==> src/rtl/sensor_cfg_pkg.sv <==
// Shared types and field positions for the sensor configuration register.
// Assumes a 16-bit host word. Positions are fixed because the event logic
// and the host software decode them.
package sensor_cfg_pkg;
    localparam int REG_W    = 16;
    localparam int HYST_W   = 2;
    localparam int POS_HYST = 9;
    localparam int POS_SD   = 8;
    localparam int POS_CLK  = 7;
    localparam int POS_ALK  = 6;
    localparam int POS_CLR  = 5;
    localparam int POS_STS  = 4;
    localparam int POS_EN   = 3;
    localparam int POS_CO   = 2;
    localparam int POS_POL  = 1;
    localparam int POS_MODE = 0;
    localparam int POS_TOP  = POS_HYST + HYST_W;

    typedef struct packed {
        logic [HYST_W-1:0] hyst;
        logic              sd;
        logic              clk_lock;
        logic              alm_lock;
        logic              en;
        logic              co;
        logic              pol;
        logic              mode;
    } cfg_t;
endpackage

==> src/rtl/sensor_cfg_next.sv <==
// Computes the next configuration state for a host write under the lock
// and shutdown rules. Purely combinational. Assumes cur_cfg holds the
// state before the write. Each field is gated independently.
module sensor_cfg_next
    import sensor_cfg_pkg::*;
(
    input  cfg_t             cur_cfg,
    input  logic [REG_W-1:0] wdata,
    output cfg_t             nxt_cfg
);
    logic any_lock;

    // any lock held before this write freezes the protected fields
    always_comb any_lock = cur_cfg.clk_lock | cur_cfg.alm_lock;

    // per-field gating of the written word
    always_comb begin
        nxt_cfg          = cur_cfg;
        nxt_cfg.clk_lock = cur_cfg.clk_lock | wdata[POS_CLK];
        nxt_cfg.alm_lock = cur_cfg.alm_lock | wdata[POS_ALK];
        if (!any_lock) begin
            nxt_cfg.hyst = wdata[POS_HYST +: HYST_W];
            nxt_cfg.en   = wdata[POS_EN];
            nxt_cfg.pol  = wdata[POS_POL];
            nxt_cfg.mode = wdata[POS_MODE];
            nxt_cfg.sd   = wdata[POS_SD];
        end else begin
            nxt_cfg.sd   = cur_cfg.sd & wdata[POS_SD];
        end
        if (cur_cfg.alm_lock) nxt_cfg.co = cur_cfg.co & wdata[POS_CO];
        else                  nxt_cfg.co = wdata[POS_CO];
    end
endmodule

==> src/rtl/sensor_cfg_limit_gate.sv <==
// Gates limit-register write requests with the lock bits. Combinational.
// Assumes the lock inputs are the registered lock state.
module sensor_cfg_limit_gate #(
    parameter int N_ALARM = 2
) (
    input  logic               alm_lock,
    input  logic               clk_lock,
    input  logic [N_ALARM-1:0] alarm_req,
    input  logic               crit_req,
    output logic [N_ALARM-1:0] alarm_we,
    output logic               crit_we
);
    // one gate per alarm limit register
    for (genvar g = 0; g < N_ALARM; g++) begin : g_alarm
        assign alarm_we[g] = alarm_req[g] & ~alm_lock;
    end

    // critical limit gate
    always_comb crit_we = crit_req & ~clk_lock;
endmodule

==> src/rtl/sensor_cfg_clear_strobe.sv <==
// Registers a one-cycle clear strobe from a host write that carries the
// clear bit. Assumes a synchronous active-low reset.
module sensor_cfg_clear_strobe (
    input  logic clk,
    input  logic rst_n,
    input  logic wr_en,
    input  logic clr_bit,
    output logic pulse
);
    // pulse for the cycle after a write with the clear bit set
    always_ff @(posedge clk) begin
        if (!rst_n) pulse <= 1'b0;
        else        pulse <= wr_en & clr_bit;
    end
endmodule

==> src/rtl/sensor_cfg_reg.sv <==
// Lockable configuration register of a temperature sensor. Stores the
// configuration fields, applies lock and shutdown rules on writes, gates
// limit-register writes and issues the event clear strobe. Assumes rst_n
// is the power-on reset, the only way to release a lock.
module sensor_cfg_reg
    import sensor_cfg_pkg::*;
#(
    parameter int N_ALARM = 2
) (
    input  logic               clk,
    input  logic               rst_n,
    input  logic               wr_en,
    input  logic [REG_W-1:0]   wr_data,
    input  logic               evt_state_in,
    input  logic [N_ALARM-1:0] alarm_lim_req,
    input  logic               crit_lim_req,
    output logic [REG_W-1:0]   cfg_rdata,
    output logic [HYST_W-1:0]  hyst_code,
    output logic               shutdown,
    output logic               crit_lock,
    output logic               alarm_lock,
    output logic               evt_enable,
    output logic               crit_only,
    output logic               evt_pol,
    output logic               evt_mode,
    output logic               clear_pulse,
    output logic [N_ALARM-1:0] alarm_lim_we,
    output logic               crit_lim_we
);
    localparam int RSV_W = REG_W - POS_TOP;

    cfg_t cfg_q;
    cfg_t cfg_d;

    sensor_cfg_next u_next (
        .cur_cfg (cfg_q),
        .wdata   (wr_data),
        .nxt_cfg (cfg_d)
    );

    // configuration state register
    always_ff @(posedge clk) begin
        if (!rst_n)     cfg_q <= '0;
        else if (wr_en) cfg_q <= cfg_d;
    end

    sensor_cfg_clear_strobe u_clr (
        .clk     (clk),
        .rst_n   (rst_n),
        .wr_en   (wr_en),
        .clr_bit (wr_data[POS_CLR]),
        .pulse   (clear_pulse)
    );

    sensor_cfg_limit_gate #(.N_ALARM(N_ALARM)) u_lim (
        .alm_lock  (cfg_q.alm_lock),
        .clk_lock  (cfg_q.clk_lock),
        .alarm_req (alarm_lim_req),
        .crit_req  (crit_lim_req),
        .alarm_we  (alarm_lim_we),
        .crit_we   (crit_lim_we)
    );

    // field outputs
    always_comb begin
        hyst_code  = cfg_q.hyst;
        shutdown   = cfg_q.sd;
        crit_lock  = cfg_q.clk_lock;
        alarm_lock = cfg_q.alm_lock;
        evt_enable = cfg_q.en;
        crit_only  = cfg_q.co;
        evt_pol    = cfg_q.pol;
        evt_mode   = cfg_q.mode;
    end

    // read word assembly
    always_comb begin
        cfg_rdata = {{RSV_W{1'b0}}, cfg_q.hyst, cfg_q.sd, cfg_q.clk_lock,
                     cfg_q.alm_lock, 1'b0, evt_state_in, cfg_q.en,
                     cfg_q.co, cfg_q.pol, cfg_q.mode};
    end

    // locks are sticky between resets
    p_lock_sticky_r4: assert property (@(posedge clk) disable iff (!rst_n)
        ($past(rst_n) && $past(crit_lock)) |-> crit_lock)
        else $error("critical lock released without reset");
    p_alock_sticky_r4: assert property (@(posedge clk) disable iff (!rst_n)
        ($past(rst_n) && $past(alarm_lock)) |-> alarm_lock)
        else $error("alarm lock released without reset");

    // protected fields frozen under any lock
    p_frozen_r5: assert property (@(posedge clk) disable iff (!rst_n)
        ($past(rst_n) && $past(crit_lock | alarm_lock)) |->
        ($stable(hyst_code) && $stable(evt_enable) && $stable(evt_pol) && $stable(evt_mode)))
        else $error("protected field changed under lock");

    // no shutdown entry under lock
    p_no_sd_entry_r6: assert property (@(posedge clk) disable iff (!rst_n)
        ($past(rst_n) && $past(crit_lock | alarm_lock) && !$past(shutdown)) |-> !shutdown)
        else $error("shutdown entered under lock");

    // critical-only cannot be set under alarm lock
    p_co_hold_r7: assert property (@(posedge clk) disable iff (!rst_n)
        ($past(rst_n) && $past(alarm_lock) && !$past(crit_only)) |-> !crit_only)
        else $error("critical-only set under alarm lock");

    // no limit write enable passes a held lock
    p_lim_gate_r8: assert property (@(posedge clk) disable iff (!rst_n)
        (alarm_lock |-> alarm_lim_we == '0) and (crit_lock |-> !crit_lim_we))
        else $error("limit write passed a lock");

    // clear strobe only follows a write carrying the clear bit
    p_clr_src_r9: assert property (@(posedge clk) disable iff (!rst_n)
        clear_pulse |-> ($past(rst_n) && $past(wr_en) && $past(wr_data[POS_CLR])))
        else $error("clear strobe without clear write");
endmodule

==> config.mk <==
export PLATFORM = sky130hd
export DESIGN_NAME = sensor_cfg_reg
export DESIGN_NICKNAME = d
export VERILOG_FILES = /design/src/rtl/sensor_cfg_pkg.sv /design/src/rtl/sensor_cfg_next.sv /design/src/rtl/sensor_cfg_limit_gate.sv /design/src/rtl/sensor_cfg_clear_strobe.sv /design/src/rtl/sensor_cfg_reg.sv
export SDC_FILE = /design/constraint.sdc
export NUM_CORES = 1
export LEC_CHECK = 0
export BUFFER_PORTS_ARGS = -buffer_cell sky130_fd_sc_hd__buf_2
export CORE_MARGIN = 2
export CORE_UTILIZATION = 36
export DETAILED_ROUTE_END_ITERATION = 10
export MAX_ROUTING_LAYER = met4
export PLACE_DENSITY = 0.93
export REMOVE_ABC_BUFFERS = 1
export SLEW_MARGIN = 20
export SYNTH_ARGS = -nofsm -noshare
export SYNTH_HDL_FRONTEND = slang
export SYNTH_SLANG_ARGS = --single-unit
==> constraint.sdc <==
create_clock -name clk -period 1.84 [get_ports clk]
set_input_delay 0 -clock clk [delete_from_list [all_inputs] [get_ports clk]]
set_output_delay 0 -clock clk [all_outputs]
set_load 0.005 [all_outputs]
==> results of run 1 <==
-- per-stage QoR --
step                      instances  worst slack [ns]  cell area (sq um)  hold WS [ns]
after floorplan                  44             0.812                410             0
after global placement           96             0.731                614     0.0000346
after detailed placement         96             0.726                614     0.0000346
after CTS                       107             0.712                717     0.0000346
after global routing            107             0.649                717     0.0000338
final                           107             0.738                717     0.0000110
-- registers in the layout, summed over array words and instances, names as in the netlist --
register / flops
hyst_code: 2
alarm_lock: 1
crit_lock: 1
crit_only: 1
evt_enable: 1
evt_mode: 1
evt_pol: 1
shutdown: 1
u_clr.pulse: 1
-- worst min-delay path by stage --
stage	startpoint	end	cells after the start
after floorplan	evt_state_in	cfg_rdata[4]	0
after global routing	evt_state_in	cfg_rdata[4]	0
after global placement	evt_state_in	cfg_rdata[4]	0
final	evt_state_in	cfg_rdata[4]	0
after detailed placement	evt_state_in	cfg_rdata[4]	0
after CTS	evt_state_in	cfg_rdata[4]	0
-- repair_timing --
| action | CTS | global route |
|---|---|---|
| resized for setup | 0 | 0 |
| hold buffers | 8 | 0 |
| hold endpoints to repair | 8 | 0 |
| setup endpoints to repair | 0 | 0 |
-- synth_stat cells --
cell / instances / area (sq um)
a21oi_1: 2 / 10.0
o221a_2: 1 / 11.3
conb_1: 1 / 3.75
o221a_1: 1 / 11.3
and3_2: 1 / 7.51
inv_1: 1 / 3.75
mux2i_1: 5 / 50.1
nand2_1: 10 / 37.5
buf_4: 16 / 120
buf_2: 1 / 5.00
nor3b_4: 1 / 18.8
dfxtp_1: 10 / 200
nor2b_1: 6 / 37.5
-- per-layer routing --
| metal | up-vias | share of wire | GRT usage |
|---|---|---|---|
| met1 | 208 | 0.37 | 0.131 |
| li1 | 232 | - | - |
| met4 | 0 | 0 | 0.0774 |
| met2 | 30 | 0.51 | 0.241 |
| met5 | - | 0 | - |
| met3 | 0 | 0.12 | 0.0348 |
-- cell families after synthesis --
logic type / after synthesis / share of synthesized area
compound gates: 4 / 0.0630
buf+inv: 18 / 0.249
mux: 5 / 0.0969
simple gates: 18 / 0.196
flops: 10 / 0.387
other cells: 1 / 0.00726
-- critical path: cells and delay by family (launching register included) --
family	cells	cell delay, ns
flops	1	0.38
simple gates	1	0.41
mux	1	0.24
-- placed cells by master (no fill, tap or decap) --
cell type      synthesis  final
dfxtp_1               10     10
dlygate4sd3_1          0      8
a21oi_1                2      2
mux2i_1                5      5
conb_1                 1      6
clkbuf_4               0      3
o221a_1                1      1
buf_2                  1     37
nand2_1               10     10
nor2b_1                6      6
and3_2                 1      1
inv_1                  1      1
nor3b_4                1      1
o221a_2                1      1
-- area by class of cell --
type	instances	area, sq um
sequential	10	200
fill	121	601
multi-input combinational	33	206
tap	15	18.8
timing repair buffer	45	265
inverter	1	3.75
clock buffer	3	22.5
-- power by group --
group          switching (mW)  internal, mW  total [mW]
sequential             0.0124         0.231       0.244
combinational          0.0419        0.0620       0.104
clock                  0.0694        0.0753       0.145
==> reports/metrics.yaml, run 1 <==
rows: 13
status: "complete, no violations"
routabilityCongestion: 0.660
utilization: 0.544
layout-drive-gt1-share: 0.467
post-cts-setup-buffer-count: 0
port_buffers: 37
nets: 117
ys_ff_latch: 10
ys_seq_area_frac: 0.387
grt_pass1_wl_um: 1770
grt_pass1_vias: 431
syn_area_sq_um: 517
rsz0062_at_grt: "no"
avgSynthCellArea_sq_um: 9.23
min_period_over_period: 0.599
wire_per_inst_um: 9.74
rrSetupSlack_ns: 0.74
grt_max_degree: 16
final_hold_viol_count: 0
clockBufferDepth: 2
viasPerCell: 4.39
worstReg2RegEnd: "hyst_code[0]"
start_util: 0.392
path_cells: "nor3b_4 > mux2i_1"
diodes: 0
fmax_ghz: 0.908
synth_cell_types: 13
hold_path_class: "in2out"
h-tree-depth: 1
drt_iter0_drc: 2
powerDensity_mw_per_mm2: 687
grt.total_usage: 0.135
critPathSlowestCell: "nor3b_4"
startpoint_type: "flip-flop"
setup_violations: 0
hpwl_um: 733
p_leak_nw: 0.396
arrival_ns: 1.29
clock-root-buffer: "clkbuf_4"
pin_count: 52
critical-path-max-stage-delay_ns: 0.41
cp_max_fo: 7
maxCapViolCount: 0
reg2reg_from: "alarm_lock"
die_x_um: 41.9
fin_skew_ns: 0.00396
cts_inserted_buffers: 3
die_area_sq_mm: 0.00175
wl_um: 1040
yosysWarnings: 0
antenna_found_initial: 0
drtAntennaViolNets: 0
irDropWorstVdd_uv: 483
fin_crit_ns: 1.10
firstDrtPassIters: 4
end_kind: "flip-flop"
cts_tree: "done"
drc: 0
cp.required_ns: 2.03
cp-startpoint: "alarm_lock"
dieHeight_um: 41.9
synthCells: 56
crit_end: "hyst_code[0]"
path_clk_slew_ns: 0.06
clk_latency_ns: 0.26
critical_path_class: "reg2reg"
r2r_cells: 2
power_mw: 0.492
area_delta_synth_final_pct: 38.7
tns_ns: 0
dr_total_vias: 470
grt_overflow_total: 0
cts.sinks: 10
core_sq_mm: 0.00132
final_max_slew_viol_count: 0
(Power assumes the default switching activity.)
==> run 2: changes to the inputs <==
ABC_AREA = 1   (was not set)
CORE_UTILIZATION = 35   (was 36)
PLACE_DENSITY = 0.89   (was 0.93)
clock period = 1.1 ns   (was 1.84 ns; I/O delays follow)
==> reports/metrics.yaml, run 2 <==
status: "complete, no violations"
startpoint_type: "flip-flop"
pin_count: 52  # unchanged
utilization: 0.486  # -0.0584
cp-startpoint: "alarm_lock"
end_kind: "flip-flop"
grt_pass1_wl_um: 1760  # -0.40%
cp.required_ns: 1.26  # -0.77 ns
cts.sinks: 10  # unchanged
hold_path_class: "in2out"
grt_overflow_total: 0  # unchanged
synth_top_area_share: 0.364  # -0.0238
die_x_um: 43.7  # +4.2%
h-tree-depth: 1  # unchanged
avgSynthCellArea_sq_um: 7.15  # -23%
clk_latency_ns: 0.26  # about the same
rsz0062_at_grt: "no"
path_cells: "nor2_2 > buf_12 > nand3_1 > nand2_1 > nor2_1"
reg2reg_from: "alarm_lock"
path_clk_slew_ns: 0.07  # about the same
start_util: 0.370  # -0.0225
hpwl_um: 872  # +19%
critPathSlowestCell: "dfxtp_1"
rrSetupSlack_ns: 0.14  # -0.60 ns
crit_end: "hyst_code[1]"
arrival_ns: 1.11  # -0.18 ns
fmax_ghz: 1.04  # +15%
r2r_cells: 5  # +3
antenna_found_initial: 0  # unchanged
dieHeight_um: 43.7  # +4.2%
synthTopCellsByArea: "dfxtp_1, buf_4, a21oi_1"
yosysWarnings: 0  # unchanged
drtAntennaViolNets: 0  # unchanged
maxCapViolCount: 0  # unchanged
layout-drive-gt1-share: 0.394  # -0.0729
ys_ff_latch: 10  # unchanged
critical_path_class: "reg2reg"
drt_iter0_drc: 6  # +4
syn_area_sq_um: 551  # +6.5%
worstReg2RegEnd: "hyst_code[1]"
ys_seq_area_frac: 0.364  # -0.0238
async_flop_share: 0  # unchanged
largest_reg_flops: 2  # unchanged
synth_cell_types: 12  # -1
fill_cells: 158  # +31%
regArea_sq_um: 200  # unchanged
min_period_over_period: 0.870  # +0.272
synth_edf_count: 0  # unchanged
yosys.area.top_type: "dfxtp_1"
final_cell_mix: "buf_2, nor2_1, inv_1"
clockBufferDepth: 2  # unchanged
grt_pass1_vias: 439  # +1.9%
diodes: 0  # unchanged
irDropWorstVdd_uv: 719  # +49%
area_delta_synth_final_pct: 31.4
p_leak_nw: 0.441  # +11%
final_hold_viol_count: 0  # unchanged
synth_ff_type: "dfxtp_1"
grt.total_usage: 0.124  # -0.0108
design_area_sq_um: 723  # +0.87%
nets: 133  # +14%
rows: 14  # +1
firstDrtPassIters: 4  # unchanged
tns_ns: 0  # unchanged
multi_input_area_sq_um: 180  # -13%
final_common_cell: "buf_2"
cts_tree: "done"
viasPerCell: 4.17  # -5.1%
clock-root-buffer: "clkbuf_4"
routabilityCongestion: 0.667  # +1.1%
critical-path-max-stage-delay_ns: 0.36  # -0.05 ns
dr_total_vias: 521  # +11%
core_sq_mm: 0.00149  # +13%
post-cts-setup-buffer-count: 0  # unchanged
drc: 0  # unchanged
final_max_slew_viol_count: 0  # unchanged
synth_most_common_cell: "buf_4"
port_buffers: 37  # unchanged
powerDensity_mw_per_mm2: 1310  # +91%
fin_skew_ns: 0.00350  # -0.000456 ns
cp_max_fo: 11  # +4
wl_um: 1190  # +14%
die_area_sq_mm: 0.00191  # +8.7%
synthCells: 77  # +38%
power_mw: 0.951  # +93%
grt_max_degree: 17  # +1
wire_per_inst_um: 9.50  # -2.4%
dpl_cell_area_sq_um: 647  # +5.3%
synth.top_cells.by_count: "buf_4, nor2_1, inv_1"
setup_violations: 0  # unchanged
cts_inserted_buffers: 3  # unchanged
fin_crit_ns: 0.957  # -0.144 ns
-- run 2: metal layers --
metal | up-vias | track usage | part of all wire
li1 | 273 | - | -
met1 | 228 | 0.139 | 0.41
met2 | 20 | 0.212 | 0.52
met3 | 0 | 0.0375 | 0.071
met4 | 0 | 0.0364 | 0
met5 | - | - | 0
-- run 2: worst max-delay path, delay by kind of cell, from the launching register on --
kind	cells	cell delay, ns
flip-flops	1	0.36
buffers and inverters	1	0.14
AND/OR/NAND/NOR	4	0.35
-- run 2: how the worst min path moves through the flow --
stage,start,end,slack (ns),cells past startpoint
detailed placement,evt_state_in,cfg_rdata[4],0.00003,0
global placement,evt_state_in,cfg_rdata[4],0.00003,0
floorplan,evt_state_in,cfg_rdata[4],0,0
global route,evt_state_in,cfg_rdata[4],0.00003,0
CTS,evt_state_in,cfg_rdata[4],0.00003,0
finish,evt_state_in,cfg_rdata[4],0.00001,0
-- run 2: through the flow --
step                worst slack, ns  hold WS, ns  cells
floorplan                     0.147            0     63
global placement              0.190    0.0000346    117
detailed placement            0.146    0.0000346    117
CTS                           0.134    0.0000346    125
global route                 0.0758    0.0000338    125
finish                        0.143    0.0000110    125
-- run 2: logic make-up after synthesis --
kind of cell | Yosys count | synth area share
buffers and inverters | 30 | 0.343
other | 1 | 0.00681
and+or+nand+nor | 25 | 0.186
DFF | 10 | 0.364
AOI/OAI and AO/OA | 11 | 0.100
-- run 2: final cells by class --
cell class	count	area share
inverter	11	0.0571
multi-input combinational	42	0.249
clock buffer	4	0.0502
timing repair buffer	42	0.339
tap	16	0.0277
sequential	10	0.277
-- run 2: timing repair --
action	in CTS	in global routing
endpoints found under the hold margin	4	0
hold buffers	4	0
gates resized for setup	0	0
-- run 2: power breakdown --
part,switching [mW],internal [mW],total (mW)
clock,0.130,0.201,0.330
sequential,0.0210,0.391,0.412
combinational,0.0981,0.111,0.209
total,0.249,0.702,0.951
==> run 3: changes to the inputs <==
==> constraint.sdc (replaced) <==
create_clock -name clk -period 1.1 [get_ports clk]
set_input_delay 0.055 -clock clk [delete_from_list [all_inputs] [get_ports clk]]
set_output_delay 0.055 -clock clk [all_outputs]
set_load 0.005 [all_outputs]
==> reports/metrics.yaml, run 3 (synthesis results as in run 2) <==
final_common_cell: "buf_2"
powerDensity_mw_per_mm2: 1380  # +4.6%
routabilityCongestion: 0.667  # unchanged
cp_max_fo: 11  # unchanged
clk_latency_ns: 0.26  # about the same
post-cts-setup-buffer-count: 0  # unchanged
die_x_um: 43.7  # unchanged
wire_per_inst_um: 9.41  # -0.96%
nets: 129  # -3.0%
fill_cells: 163  # +3.2%
final_max_slew_viol_count: 0  # unchanged
grt.total_usage: 0.121  # -0.00353
min_period_over_period: 0.869  # -0.00164
drt_iter0_drc: 6  # unchanged
area_delta_synth_final_pct: 24.1
viasPerCell: 4.17  # +0.13%
core_sq_mm: 0.00149  # unchanged
grt_max_degree: 17  # unchanged
rows: 14  # unchanged
rsz0062_at_grt: "no"
critical_path_class: "reg2reg"
start_util: 0.370  # unchanged
path_cells: "nor2_2 > buf_12 > nand3_1 > nand2_1 > nor2_1"
diodes: 0  # unchanged
ctsResizeCount: 0  # unchanged
tns_ns: 0  # unchanged
whs_path_depth: 3  # +3
hpwl_um: 872  # unchanged
cts_inserted_buffers: 3  # unchanged
antenna_found_initial: 0  # unchanged
path_clk_slew_ns: 0.07  # about the same
clockBufferDepth: 2  # unchanged
dr_total_vias: 505  # -3.1%
cp.required_ns: 1.26  # about the same
grt_pass1_vias: 436  # -0.68%
startpoint_type: "flip-flop"
grt_overflow_total: 0  # unchanged
cts_tree: "done"
critPathSlowestCell: "dfxtp_1"
wl_um: 1140  # -4.1%
drc: 0  # unchanged
pin_count: 52  # unchanged
critical-path-max-stage-delay_ns: 0.36  # about the same
drtAntennaViolNets: 0  # unchanged
status: "complete, no violations"
port_buffers: 37  # unchanged
firstDrtPassIters: 4  # unchanged
regArea_sq_um: 200  # unchanged
dieHeight_um: 43.7  # unchanged
layout-drive-gt1-share: 0.410  # +0.0150
hold_path_class: "in2reg"
final_hold_viol_count: 0  # unchanged
die_area_sq_mm: 0.00191  # unchanged
grt_pass1_wl_um: 1730  # -1.9%
hold_buffers: 0  # -4
r2r_cells: 5  # unchanged
fmax_ghz: 1.05  # +0.19%
multi_input_area_sq_um: 180  # unchanged
pre_cts_slack_ns: 0.146  # unchanged
h-tree-depth: 1  # unchanged
irDropWorstVdd_uv: 718  # -0.11%
layout_setup_ws_ns: 0.144  # +0.00181 ns
largest_reg_flops: 2  # unchanged
maxCapViolCount: 0  # unchanged
fin_crit_ns: 0.956  # -0.00181 ns
setup_violations: 0  # unchanged
fin_skew_ns: 0.00350  # unchanged
clock-root-buffer: "clkbuf_4"
final_cell_mix: "buf_2, nor2_1, inv_1"
cts.sinks: 10  # unchanged
p_leak_nw: 0.424  # -3.8%
arrival_ns: 1.11  # about the same
end_kind: "flip-flop"
## run 3: cell types whose count changed in the layout (fill, tap and decap cells not counted), sizes merged
cell,before,now
dlygate4sd3,4,0
## run 3: area by class of cell
| cell class | count | share of cell area |
|---|---|---|
| Clock buffer | 4 | 0.0531 |
| Multi-Input combinational cell | 42 | 0.264 |
| Inverter | 11 | 0.0604 |
| Tap cell | 16 | 0.0293 |
| Timing Repair Buffer | 38 | 0.300 |
| Sequential cell | 10 | 0.293 |
## run 3: worst max-delay path: cells and delay by family, from the launching register on
family / cells / cell delay, ns
buffers and inverters: 1 / 0.14
DFF: 1 / 0.36
and+or+nand+nor: 4 / 0.35
## run 3: where the power goes
part,total (mW),internal (mW),switching [mW]
logic,0.198,0.102,0.0963
clock network,0.330,0.201,0.130
registers,0.411,0.391,0.0209
total,0.940,0.693,0.247
## run 3: worst paths after layout
path                                  from           end  slack [ns]
worst min register to register   crit_only     crit_only        0.50
worst max-delay path            alarm_lock  hyst_code[1]        0.14
worst min-delay path            wr_data[5]   u_clr.pulse        0.01
worst max register to register  alarm_lock  hyst_code[1]        0.14
## run 3: per-stage QoR
| stage | hold slack, ns | instance area [sq um] | total power, mW | util | instances |
|---|---|---|---|---|---|
| after detailed placement | 0.110 | 647 | 0.619 | 0.434 | 117 |
| final | 0.0121 | 683 | 0.940 | 0.459 | 121 |
| after floorplan | 0.110 | 422 | 0.497 | - | 63 |
| after global placement | 0.110 | 647 | 0.611 | 0.434 | 117 |
| after global routing | 0.0255 | 683 | 0.992 | 0.459 | 121 |
| after CTS | 0.00832 | 683 | 0.949 | 0.459 | 121 |
## run 3: layer usage
metal / global-route usage / part of all wire / vias up
met2: 0.200 / 0.50 / 20
met4: 0.0364 / 0 / 0
met1: 0.139 / 0.42 / 220
met3: 0.0375 / 0.078 / 0
li1: - / - / 265
met5: - / 0 / -
